## src/rtl/irqseq_pkg.sv

```systemverilog
package irqseq_pkg;

    typedef enum logic [2:0] {
        OP_NEXT  = 3'd0,
        OP_JUMP  = 3'd1,
        OP_CALL  = 3'd2,
        OP_RET   = 3'd3,
        OP_RETI  = 3'd4,
        OP_SETIE = 3'd5
    } op_e;

    typedef enum logic [1:0] {
        ST_FETCH    = 2'd0,
        ST_EXEC     = 2'd1,
        ST_VEC_CALL = 2'd2,
        ST_VEC_LOAD = 2'd3
    } state_e;

endpackage

```

## src/rtl/irqseq_stack.sv

```systemverilog
module irqseq_stack #(
    parameter int DEPTH = 31,
    parameter int AW    = 10
) (
    input  logic          clk,
    input  logic          rst_n,
    input  logic          push_i,
    input  logic          pop_i,
    input  logic [AW-1:0] push_data_i,
    output logic [AW-1:0] top_o
);
    localparam int PW = (DEPTH > 1) ? $clog2(DEPTH) : 1;
    localparam logic [PW-1:0] LAST = PW'(DEPTH - 1);

    logic [AW-1:0] mem [DEPTH];
    logic [PW-1:0] sp_q;
    logic [PW-1:0] sp_up, sp_down;

    // ring arithmetic on the pointer
    always_comb begin
        sp_up   = (sp_q == LAST) ? '0 : sp_q + 1'b1;
        sp_down = (sp_q == '0) ? LAST : sp_q - 1'b1;
    end

    assign top_o = mem[sp_down];

    always_ff @(posedge clk) begin
        if (push_i) begin
            mem[sp_q] <= push_data_i;
        end
    end

    always_ff @(posedge clk) begin
        if (!rst_n) begin
            sp_q <= '0;
        end else if (push_i && !pop_i) begin
            sp_q <= sp_up;
        end else if (pop_i && !push_i) begin
            sp_q <= sp_down;
        end
    end

    assert_sp_range_R11: assert property (@(posedge clk) disable iff (!rst_n)
        sp_q <= LAST);

    assert_pop_wrap_R11: assert property (@(posedge clk) disable iff (!rst_n)
        (pop_i && !push_i && sp_q == '0) |=> (sp_q == LAST));

    assert_single_access_R11: assert property (@(posedge clk) disable iff (!rst_n)
        !(push_i && pop_i));

endmodule

```

## src/rtl/irqseq_flags.sv

```systemverilog
module irqseq_flags (
    input  logic clk,
    input  logic rst_n,
    input  logic capture_i,
    input  logic zero_i,
    input  logic carry_i,
    output logic zero_o,
    output logic carry_o
);
    logic zero_q, carry_q;

    always_ff @(posedge clk) begin
        if (!rst_n) begin
            zero_q  <= 1'b0;
            carry_q <= 1'b0;
        end else if (capture_i) begin
            zero_q  <= zero_i;
            carry_q <= carry_i;
        end
    end

    assign zero_o  = zero_q;
    assign carry_o = carry_q;

    assert_shadow_hold_R12: assert property (@(posedge clk) disable iff (!rst_n)
        !capture_i |=> ($stable(zero_q) && $stable(carry_q)));

endmodule

```

## src/rtl/irqseq_ctrl.sv

```systemverilog
module irqseq_ctrl
    import irqseq_pkg::*;
#(
    parameter int AW = 10
) (
    input  logic          clk,
    input  logic          rst_n,
    input  op_e           op_i,
    input  logic          op_arg_i,
    input  logic [AW-1:0] target_i,
    input  logic          irq_i,
    input  logic [AW-1:0] stack_top_i,
    output logic [AW-1:0] pc_o,
    output logic          fetch_o,
    output logic          ack_o,
    output logic          ie_o,
    output logic          push_o,
    output logic          pop_o,
    output logic [AW-1:0] push_data_o,
    output logic          capture_o,
    output logic          restore_o
);
    localparam logic [AW-1:0] VECTOR = '1;

    state_e        state_q, state_d;
    logic [AW-1:0] pc_q, pc_inc;
    logic          ie_q;
    logic          take_irq;

    assign pc_inc   = pc_q + 1'b1;
    assign take_irq = irq_i & ie_q;

    // state register
    always_ff @(posedge clk) begin
        if (!rst_n) begin
            state_q <= ST_FETCH;
        end else begin
            state_q <= state_d;
        end
    end

    // transitions
    always_comb begin
        state_d = state_q;
        unique case (state_q)
            ST_FETCH:    state_d = take_irq ? ST_VEC_CALL : ST_EXEC;
            ST_EXEC:     state_d = ST_FETCH;
            ST_VEC_CALL: state_d = ST_VEC_LOAD;
            ST_VEC_LOAD: state_d = ST_FETCH;
        endcase
    end

    // per-state outputs
    always_comb begin
        fetch_o     = 1'b0;
        ack_o       = 1'b0;
        push_o      = 1'b0;
        pop_o       = 1'b0;
        push_data_o = pc_inc;
        capture_o   = 1'b0;
        restore_o   = 1'b0;
        unique case (state_q)
            ST_FETCH: fetch_o = 1'b1;
            ST_EXEC: begin
                case (op_i)
                    OP_CALL: push_o = 1'b1;
                    OP_RET:  pop_o  = 1'b1;
                    OP_RETI: begin
                        pop_o     = 1'b1;
                        restore_o = 1'b1;
                    end
                    default: ;
                endcase
            end
            ST_VEC_CALL: begin
                ack_o       = 1'b1;
                push_o      = 1'b1;
                push_data_o = pc_q;
                capture_o   = 1'b1;
            end
            ST_VEC_LOAD: ack_o = 1'b1;
        endcase
    end

    // program counter and enable flag
    always_ff @(posedge clk) begin
        if (!rst_n) begin
            pc_q <= '0;
            ie_q <= 1'b0;
        end else begin
            unique case (state_q)
                ST_EXEC: begin
                    case (op_i)
                        OP_JUMP, OP_CALL: pc_q <= target_i;
                        OP_RET:           pc_q <= stack_top_i;
                        OP_RETI: begin
                            pc_q <= stack_top_i;
                            ie_q <= op_arg_i;
                        end
                        OP_SETIE: begin
                            pc_q <= pc_inc;
                            ie_q <= op_arg_i;
                        end
                        default:          pc_q <= pc_inc;
                    endcase
                end
                ST_VEC_CALL: begin
                    pc_q <= VECTOR;
                    ie_q <= 1'b0;
                end
                ST_FETCH, ST_VEC_LOAD: ;
            endcase
        end
    end

    assign pc_o = pc_q;
    assign ie_o = ie_q;

    assert_vector_entry_R6: assert property (@(posedge clk) disable iff (!rst_n)
        (state_q == ST_VEC_CALL) |=> (pc_q == VECTOR && !ie_q));

    assert_preempt_push_R5: assert property (@(posedge clk) disable iff (!rst_n)
        (state_q == ST_FETCH && take_irq) |=> (push_o && push_data_o == $past(pc_q)));

    assert_disabled_ignore_R8: assert property (@(posedge clk) disable iff (!rst_n)
        (state_q == ST_FETCH && !ie_q) |=> (state_q == ST_EXEC));

    assert_ack_width_R7: assert property (@(posedge clk) disable iff (!rst_n)
        $rose(ack_o) |=> (ack_o ##1 !ack_o));

    assert_ret_keeps_ie_R4: assert property (@(posedge clk) disable iff (!rst_n)
        (state_q == ST_EXEC && op_i == OP_RET) |=> $stable(ie_q));

    assert_two_phase_R2: assert property (@(posedge clk) disable iff (!rst_n)
        (state_q == ST_EXEC) |=> (state_q == ST_FETCH));

endmodule

```

## src/rtl/irq_flow_seq.sv

```systemverilog
module irq_flow_seq
    import irqseq_pkg::*;
#(
    parameter int ADDR_W      = 10,
    parameter int STACK_DEPTH = 31
) (
    input  logic              clk,
    input  logic              rst_n,
    input  logic [2:0]        op_i,
    input  logic              op_arg_i,
    input  logic [ADDR_W-1:0] target_i,
    input  logic              irq_i,
    input  logic              alu_zero_i,
    input  logic              alu_carry_i,
    output logic [ADDR_W-1:0] pc_o,
    output logic              fetch_o,
    output logic              irq_ack_o,
    output logic              ie_o,
    output logic              flag_restore_o,
    output logic              zero_restore_o,
    output logic              carry_restore_o
);
    logic              push, pop, capture;
    logic [ADDR_W-1:0] push_data, stack_top;
    op_e               op_dec;

    assign op_dec = op_e'(op_i);

    irqseq_ctrl #(.AW(ADDR_W)) u_ctrl (
        .clk         (clk),
        .rst_n       (rst_n),
        .op_i        (op_dec),
        .op_arg_i    (op_arg_i),
        .target_i    (target_i),
        .irq_i       (irq_i),
        .stack_top_i (stack_top),
        .pc_o        (pc_o),
        .fetch_o     (fetch_o),
        .ack_o       (irq_ack_o),
        .ie_o        (ie_o),
        .push_o      (push),
        .pop_o       (pop),
        .push_data_o (push_data),
        .capture_o   (capture),
        .restore_o   (flag_restore_o)
    );

    irqseq_stack #(.DEPTH(STACK_DEPTH), .AW(ADDR_W)) u_stack (
        .clk         (clk),
        .rst_n       (rst_n),
        .push_i      (push),
        .pop_i       (pop),
        .push_data_i (push_data),
        .top_o       (stack_top)
    );

    irqseq_flags u_flags (
        .clk       (clk),
        .rst_n     (rst_n),
        .capture_i (capture),
        .zero_i    (alu_zero_i),
        .carry_i   (alu_carry_i),
        .zero_o    (zero_restore_o),
        .carry_o   (carry_restore_o)
    );

    assert_restore_on_exec_R9: assert property (@(posedge clk) disable iff (!rst_n)
        flag_restore_o |-> (!fetch_o && !irq_ack_o));

endmodule

```

## config.mk

```make
export PLATFORM = sky130hd
export DESIGN_NAME = irq_flow_seq
export DESIGN_NICKNAME = d
export VERILOG_FILES = /design/src/rtl/irqseq_pkg.sv /design/src/rtl/irqseq_stack.sv /design/src/rtl/irqseq_flags.sv /design/src/rtl/irqseq_ctrl.sv /design/src/rtl/irq_flow_seq.sv
export SDC_FILE = /design/constraint.sdc
export NUM_CORES = 1
export LEC_CHECK = 0
export ABC_AREA = 1
export BUFFER_PORTS_ARGS = -buffer_cell sky130_fd_sc_hd__clkbuf_2
export CAP_MARGIN = 30
export CORE_MARGIN = 8
export CORE_UTILIZATION = 60
export CTS_BUF_LIST = sky130_fd_sc_hd__clkbuf_2
export CTS_CLUSTER_DIAMETER = 100
export DETAILED_ROUTE_END_ITERATION = 7
export GPL_ROUTABILITY_DRIVEN = 0
export PLACE_DENSITY = 0.84
export SYNTH_ARGS = -nofsm -noshare
export SYNTH_HDL_FRONTEND = slang
export SYNTH_SLANG_ARGS = --single-unit
```

## constraint.sdc

```tcl
create_clock -name clk -period 4.5 [get_ports clk]
set_input_delay 0.9 -clock clk [delete_from_list [all_inputs] [get_ports clk]]
set_output_delay 0.9 -clock clk [all_outputs]
set_load 0.01 [all_outputs]
```

## Word-level counts from Yosys, hierarchy flattened

Memory sizes are Yosys's and may differ from the RTL's.
Cells that the tools add are included.

- $add $sub $neg: 3
- Equality and inequality tests: 10
- Muxes and demuxes: 22
- Bitwise logic cells: 1
- Reductions and logical operators: 14

Operators with widths:

| operator | count |
|---|---|
| case mux 10 bit (2 select lines) | 2 |
| 2-to-1 mux 5 bit | 4 |
| 2-to-1 mux 1 bit | 11 |
| adder 10 x 1 -> 10 bit (second input constant) | 1 |
| 2-to-1 mux 10 bit | 1 |
| OR reduction 2 bit | 5 |
| equality test 3 x 2 -> 1 bit (second input constant) | 2 |
| equality test 3 bit (second input constant) | 2 |
| case mux 2 bit (3 select lines) | 1 |
| adder 5 x 1 -> 5 bit (second input constant) | 1 |
| equality test 5 bit (second input constant) | 1 |
| zero test 5 bit | 1 |
| subtractor 5 x 1 -> 5 bit (second input constant) | 1 |
| equality test 2 bit (second input constant) | 2 |
| case mux 1 bit (2 select lines) | 2 |
| nonzero test 2 bit | 2 |
| equality test 3 x 1 -> 1 bit (second input constant) | 1 |
| equality test 2 x 1 -> 1 bit (second input constant) | 1 |
| logical AND 1 bit | 2 |
| zero test 1 bit | 2 |
| zero test 2 bit | 1 |
| 2-to-1 mux 2 bit | 1 |
| != test 2 bit (second input constant) | 1 |
| AND reduction 2 bit | 1 |
| bitwise AND 1 bit | 1 |

- Bits in registers: 20
- RAM bits: 310
- Output and inout port bits: 16
- Memories: 1

Memories:

| name | depth | bits a word | read ports | clocked after memory_dff | write ports | line | text |
|---|---|---|---|---|---|---|---|
| u_stack.mem | 31 | 10 | 1 | 0 | 1 | irqseq_stack.sv:15 | `logic [AW-1:0] mem [DEPTH];` |

## Logic depth before layout (Yosys ltp)

Gate-level depths: netlist (run 1).

- Depth in word-level cells: 7
- Gate-level depth with buffers: 17
- Mapped depth without buffers: 12

## Cells and area by module

From an unflattened synthesis (run 1), not the netlist that was laid out.

- Cells, all modules: 1,589
- Area, all modules: 15,259.6 sq um

By module, submodules not included:

| module | times used | cells each | area each (sq um) | sequential area each (sq um) |
|---|---|---|---|---|
| irqseq_stack | 1 | 1,376 | 14,048.5 | 9,409.0 |
| irqseq_ctrl | 1 | 201 | 1,133.6 | 260.2 |
| irqseq_flags | 1 | 12 | 77.6 | 40.0 |

## Worst setup path before layout (run 1)

OpenSTA, ideal clock, no wires.

- Path kind: reg-to-reg
- Start point: register u_ctrl.pc_q[0] (netlist: u_ctrl.pc_o[0])
- End point: memory u_stack.mem[0][6], data pin
- Library setup time: 0.446 ns
- Arrival: 2.239 ns
- Required time: 4.054 ns
- Slack: 1.814 ns
- Stages on the path, launching flop included: 6
- Buffers on the path: 0
- Period minus slack after synthesis: 2.686 ns
- Cell sequence: dfxtp_1 -> ha_1 -> nand2_1 -> nor2_1 -> xnor2_1 -> o21ai_0

- Cells in the longest elaborated chain, start to end: 2

Ends and longest elaborated chain:

| item | line | text |
|---|---|---|
| start: declaration | irqseq_ctrl.sv:26 | `logic [AW-1:0] pc_q, pc_inc;` |
| start signal: assignment | irqseq_ctrl.sv:94 | `OP_JUMP, OP_CALL: pc_q <= target_i;` |
| start signal: assignment | irqseq_ctrl.sv:95 | `OP_RET: pc_q <= stack_top_i;` |
| start signal: assignment | irqseq_ctrl.sv:97 | `pc_q <= stack_top_i;` |
| adder 10 x 1 -> 10 bit | irqseq_ctrl.sv:30 | `assign pc_inc = pc_q + 1'b1;` |
| 2-to-1 mux 10 bit | irqseq_ctrl.sv:62 | `unique case (state_q)` |
| net push_data[6] | irq_flow_seq.sv:24 | `logic [ADDR_W-1:0] push_data, stack_top;` |
| end: declaration | irqseq_stack.sv:15 |  |

The timed path passes the listed nets, and every way through them passes these cells.

## Worst setup path after layout (run 1)

- Start point: register u_stack.sp_q[1]
- End point: register u_ctrl.pc_q[1] (netlist: u_ctrl.pc_o[1])

- Cells in the longest elaborated chain, start to end: 5
- Elaborated cells between the ends (all ways): 6
- Those cells by class: 1 x add/sub; 3 x mux; 1 x reduce/logical; 1 x memory

Ends and longest elaborated chain:

| item | line | text |
|---|---|---|
| start: declaration | irqseq_stack.sv:16 | `logic [PW-1:0] sp_q;` |
| start signal: assignment | irqseq_stack.sv:37 | `sp_q <= sp_up;` |
| start signal: assignment | irqseq_stack.sv:39 | `sp_q <= sp_down;` |
| subtractor 5 x 1 -> 5 bit / zero test 5 bit (equally long branches) | irqseq_stack.sv:22 | `sp_down = (sp_q == '0) ? LAST : sp_q - 1'b1;` |
| 2-to-1 mux 5 bit * | irqseq_stack.sv:22 |  |
| memory (31 x 10 bit) * | n/a |  |
| case mux 10 bit (2 select lines) * | irqseq_ctrl.sv:93 | `case (op_i)` |
| case mux 10 bit (2 select lines) * | irqseq_ctrl.sv:91 | `unique case (state_q)` |

Every way passes the cells marked *; elsewhere a longest branch is shown, timed or not.
A chain may end at the register's enable or synchronous reset.

==> results of run 1 <==
==> worst paths after layout <==
kind / slack (ns) / start / cells past startpoint / endpoint
max reg2reg: 0.80 / u_stack.sp_q[1]$_SDFFE_PN0P_ / 13 / u_ctrl.pc_o[1]$_SDFFE_PN0N_
min reg2reg: 0.50 / u_ctrl.ie_o$_SDFFE_PN0P_ / 1 / u_ctrl.state_q[0]$_SDFF_PN0_
max: 0.80 / u_stack.sp_q[1]$_SDFFE_PN0P_ / 13 / u_ctrl.pc_o[1]$_SDFFE_PN0N_
min: 0.27 / irq_i / 2 / u_ctrl.state_q[0]$_SDFF_PN0_
==> cell usage in the layout, fill, tap and decap left out <==
cell type	n
a211oi_1	3
a21boi_0	1
a21oi_1	13
a21oi_2	9
a221oi_1	8
a31oi_1	1
buf_12	2
buf_4	25
bufinv_16	2
clkbuf_2	158
clkinv_1	14
clkinv_2	1
dfxtp_1	20
diode_2	1
edfxtp_1	310
ha_1	11
ha_2	1
inv_1	28
inv_2	4
inv_4	2
nand2_1	228
nand2_4	1
nand3_1	441
nand3_2	2
nand3_4	1
nand4_1	1
nor2_1	50
nor2_4	1
nor3_1	1
o21ai_0	22
o21ai_2	7
o22ai_1	2
or2_1	1
or2_2	10
xnor2_1	1
xnor2_2	1
xor2_1	9
==> Yosys cell counts (3+ instances only) <==
cell / instances / area, um2
a221oi_1: 8 / 70.1
inv_1: 29 / 109
buf_2: 38 / 190
dfxtp_1: 20 / 400
ha_1: 12 / 150
a211oi_1: 3 / 22.5
buf_6: 8 / 90.1
o21ai_0: 29 / 145
xor2_1: 9 / 78.8
or2_2: 10 / 62.6
nand3_1: 441 / 2210
a21oi_2: 9 / 78.8
edfxtp_1: 310 / 9310
nand2_1: 228 / 856
a21oi_1: 13 / 65.1
buf_4: 6 / 45.0
clkbuf_1: 21 / 78.8
nor2_1: 50 / 188
buf_1: 13 / 48.8
==> power by group <==
part           switching [uW]  leakage [uW]  internal (uW)
Combinational            2820       0.00215            927
Clock                    1150      0.000575            834
Sequential               87.6       0.00299           3770
Total                    4050       0.00572           5530
==> area by class of cell <==
class                   instances  area [um2]
fillers                      1767        8080
diodes                          1        2.50
well taps                     319         399
multi-input cells             826        4080
inverters                      34         133
clock buffers                 124         621
repair buffers                 61         398
clock inverters                17         118
flip-flops and latches        330        9710
==> metrics by stage <==
step / utilization [%] / std cells / setup slack (ns) / instance area (um2) / hold slack, ns
floorplan: - / 1279 / 1.81 / 14400 / 0.490
global placement: 62.5 / 1568 / 1.08 / 14700 / 0.477
detailed placement: 62.5 / 1568 / 0.970 / 14700 / 0.499
CTS: 65.6 / 1709 / 0.934 / 15400 / 0.238
global route: 65.7 / 1712 / 0.560 / 15500 / 0.244
finish: 65.7 / 1712 / 0.799 / 15500 / 0.273
==> critical path: cells and delay by family, from the launching register on <==
kind,cells,cell delay [ns]
AND/OR/NAND/NOR,8,1.31
flip-flops,1,0.47
adder cells (fa/ha/maj),1,0.24
buffers and inverters,3,1.36
AO/OA/AOI/OAI,1,0.12
==> sequential cells by signal, summed over array words and instances (netlist names) <==
register         count
u_ctrl.ie_o          1
u_flags.carry_o      1
u_stack.mem        310
u_stack.sp_q         5
u_flags.zero_o       1
u_ctrl.pc_o         10
u_ctrl.state_q       2
==> cells by family (layout without fill, tap and decap cells) <==
logic type	count (synthesis)	count (layout)
flops	330	330
other cells	0	1
buf+inv	123	236
compound gates	66	66
fa+ha+maj	12	12
xor+xnor	11	11
simple gates	737	737
==> per-layer routing <==
layer	global-route usage, %	routed length, um
met3	7.63	4680
met1	33.5	13900
met2	40.3	17700
met4	14.2	1930
met5	0	12
==> results.toml, run 1 <==
[cts]
post_cts_buffers = 0
clk_pin_slew_ns = 0.12
tritoncts.num_buffers = 77
clock_sinks = 330
clkLatencyLatePin_ns = 0.86
clockBufferDepth = 3
cts_hold_buf = 0
cts_resized = 0
htreeDepth = 3
cts_tree = "done"
cts_root_buffer = "clkbuf_2"

[floorplanning]
start_util_pct = 61.1
ioPinCount = 35
die_w_um = 171
die_h_um = 171
rows = 56
dieArea_um2 = 29200
core-area_um2 = 23500

[place]
place_hpwl_um = 22600
numPortBuffers = 34

[route]
drt_iter0_markers = 1762
route.detailed.drc = 0
routed_wirelength_um = 38200
ant_nets = 0
drt_pass1_iterations = 6
viasPerCell = 6.34
vias = 10900
wl_per_cell_um = 22.3

[global_routing]
grt_pass1_vias = 10500
grt_pass1_wl_um = 58600
grt_max_degree = 92
antenna_found_initial = 2
track_usage_pct = 26.2
grt-ovfl-total = 0

[synth]
yosys_most_used_dff = "edfxtp_1"
async_flop_share_pct = 0
synth_top_family_by_area = "simple AND/OR/NAND/NOR gates"
synth_cells = 1279
synth_xor_area_share_pct = 0.670
ys_seq_elements = 330
ys_warn_count = 0
syn_area_um2 = 14400
yosys-mux-area-fraction_pct = 0
synth-simple-area-share_pct = 23.5
synth-compound-area-share_pct = 2.84
synthAdderAreaFrac_pct = 1.04
synth-edff-count = 310
synthesis.nets = 1310
avgSynthCellArea_um2 = 11.2
ys_types = 35
synth_seq_area_share_pct = 67.5

[sta]
finalClockSkew_ns = 0.0514
fin_tns_setup_ns = 0
hold_violations = 0
period_share_pct = 82.2
slew_headroom_pct = 29.7
finalCriticalPeriod_ns = 3.70
rsz0062_at_grt = "false"
worst_pin_slew_ns = 1.05
fmax_mhz = 270
setup_violations = 0
slew_violations = 0

[power]
peakVddDrop_mv = 0.356
p_per_area_nw_per_um2 = 620
p_leak_uw = 0.00572
power_uw = 9590

[setup_path]
cpMaxStageDelayCell = "buf_4"
cpPeakStageDelay_ns = 0.75
cp-end-kind = "flop"
cp_cell_sequence = "inv_1, ha_2, nand3_4, buf_4, buf_4, nand3_1, nand3_1, nand3_1, nand3_1, nand2_1, nand2_1, nand3_1, a21oi_1"
path_max_fanout = 81
crit_type = "reg -> reg"
required_ns = 5.27
arrival_ns = 4.47
crit_path_frequent_cell = "nand3_1"
cp-start-kind = "flop"

[outcome]
status = "complete, no violations"

[cells_and_area]
fin_nets = 1361
area_growth_pct = 7.46
drive_above_1_share_pct = 16.3

[flow_run]
maxCapViolations = 0

[worst_hold_path]
holdCritPathClass = "in -> reg"
(Power assumes the default switching activity.)
==> inputs of run 2 (changes only) <==
==> constraint.sdc (replaced) <==
create_clock -name clk -period 3.5 [get_ports clk]
set_input_delay 0.7 -clock clk [delete_from_list [all_inputs] [get_ports clk]]
set_output_delay 0.7 -clock clk [all_outputs]
set_load 0.01 [all_outputs]
==> run 2 against run 1 <==
Clock skew is 0.020 ns higher. Total power is 26% higher. First-iteration DRC count is 0.51% higher. Wire length is 3.3% lower. Register-to-register slack worse by 0.16 ns. Sequential power is 28% higher. Clock power is 24% higher. Core utilization is 0.99 points higher. Sequential share of layout area is 0.94 points lower. Critical endpoint is now irq_ack_o. Largest cell class unchanged. Highest routed layer is now met4.
==> results.toml, run 2 (synthesized netlist as in run 1, its figures left out) <==
[outcome]
status = "complete, no violations"

[setup_path]
crit_type = "reg -> out"
path_max_fanout = 11
ff2ff_setup_slack_ns = 0.64
crit-reg2reg-capture = "u_ctrl.pc_o[6]$_SDFFE_PN0N_"
required_ns = 2.80
arrival_ns = 2.21
cp-end-kind = "primary output"
cpPeakStageDelay_ns = 0.38
critPathBufInv = 2
cp_top_family = "flip-flops"
cpMaxStageDelayCell = "dfxtp_1"
reg2reg_from = "u_stack.sp_q[1]$_SDFFE_PN0P_"
cp-start-kind = "flop"
ff2ff_path_depth = 13
cp_cell_sequence = "inv_1, ha_1, or2_2, clkbuf_2"

[global_routing]
grt-ovfl-total = 0
grt_max_degree = 92
antenna_found_initial = 2
grt_pass1_vias = 10400
track_usage_pct = 25.5
grt_pass1_wl_um = 56700

[sta]
worst_pin_slew_ns = 1.02
fin_tns_setup_ns = 0
period_share_pct = 83.2
setup_violations = 0
slew_violations = 0
fmax_mhz = 343
finalClockSkew_ns = 0.0716
slew_headroom_pct = 32.1
hold_violations = 0
finalCriticalPeriod_ns = 2.91
rsz0062_at_grt = "false"

[cells_and_area]
multi_input_area_um2 = 4080
final_common_cell = "nand3_1"
fin_nets = 1397
area_growth_pct = 9.09
largest_reg_flops = 310
largest-register = "u_stack.mem"
seq_area_um2 = 9710
final_cell_mix = "441 x nand3_1, 310 x edfxtp_1, 228 x nand2_1"
drive_above_1_share_pct = 18.1
fillers = 1674
final_cells = 1747

[cts]
htreeDepth = 3
clkLatencyLatePin_ns = 0.89
clk_pin_slew_ns = 0.11
clock_sinks = 330
cts_root_buffer = "clkbuf_2"
clockBufferDepth = 3
tritoncts.num_buffers = 80
cts_tree = "done"

[power]
peakVddDrop_mv = 0.686
p_leak_uw = 0.00588
p_per_area_nw_per_um2 = 768

[route]
viasPerCell = 6.23
vias = 10900
ant_nets = 0
route.detailed.drc = 0
drt_pass1_iterations = 7
wl_per_cell_um = 21.2
routed_wirelength_um = 37000
drt_iter0_markers = 1771

[worst_hold_path]
min_path_cells = 3
worstHoldStart = "alu_carry_i"
holdCritPathClass = "in -> reg"
holdPathEnd = "u_flags.carry_o$_SDFFE_PN0P_"

[floorplanning]
dieArea_um2 = 29200
start_util_pct = 61.1
rows = 56
die_h_um = 171
die_w_um = 171
core-area_um2 = 23500
ioPinCount = 35

[place]
numPortBuffers = 34
place_inst = 1602
place_hpwl_um = 22000

[flow_run]
maxCapViolations = 0
## run 2: cell types whose count changed in the layout (fill, tap and decap cells not counted), sizes merged
cell         delta
clkinvlp        +2
buf            +32
clkinv          +4
diode           +2
dlygate4sd3     +1
clkbuf          -5
bufinv          -1
## run 2: per-layer routing
metal  up-vias  wire [um]  global-route usage, %
met1      5120      13300                   32.0
met2       773      17700                   41.0
met5         -          0                      0
li1       4842          -                      -
met4         0       1910                   14.4
met3       147       4010                   5.35
## run 2: final cells by class
type / instances / area share [%]
antenna: 3 / 0.0478
clock inverter: 22 / 0.773
timing repair buffer: 94 / 4.13
multi-input combinational: 826 / 26.0
sequential: 330 / 61.9
tap: 319 / 2.54
clock buffer: 119 / 3.79
inverter: 34 / 0.845
## run 2: how the worst max path moves through the flow
stage | startpoint | endpoint | slack [ns] | depth (start not counted)
after floorplan | u_ctrl.pc_o[0]$_SDFFE_PN0N_ | u_stack.mem[0][6]$_DFFE_PP_ | 0.81 | 5
after global placement | u_ctrl.state_q[0]$_SDFF_PN0_ | u_stack.mem[21][5]$_DFFE_PP_ | 0.82 | 7
after detailed placement | u_stack.sp_q[1]$_SDFFE_PN0P_ | u_ctrl.pc_o[5]$_SDFFE_PN0N_ | 0.75 | 13
after CTS | u_ctrl.state_q[0]$_SDFF_PN0_ | irq_ack_o | 0.57 | 4
after global routing | u_stack.sp_q[1]$_SDFFE_PN0P_ | u_ctrl.pc_o[5]$_SDFFE_PN0N_ | 0.48 | 13
final | u_ctrl.state_q[0]$_SDFF_PN0_ | irq_ack_o | 0.59 | 4
## run 2: tightest hold or removal path, stage by stage
cell and delay, ns:
clkbuf_2 0.07, nor2_1 0.03, nor2_1 0.08
## run 2: where the power goes
group	total (uW)	internal [uW]	switching, uW
Clock	2450	979	1470
Sequential	4950	4850	96.6
Combinational	4660	1210	3450
## run 2: stage by stage
stage	utilization, %	total power [uW]	setup slack [ns]	hold slack (ns)	cell area [um2]
finish	66.7	12100	0.587	0.0333	15700
global placement	63.5	9470	0.819	0.464	15000
floorplan	-	8230	0.814	0.490	14400
CTS	66.6	12000	0.574	0.00643	15700
detailed placement	63.5	9560	0.749	0.495	15000
global route	66.7	12700	0.477	0.0212	15700
## run 2: timing repair
action,4_1_cts,5_1_grt
endpoints found under the hold margin,1,0
hold buffers,1,0
resized for setup,0,0
buffers inserted,0,0
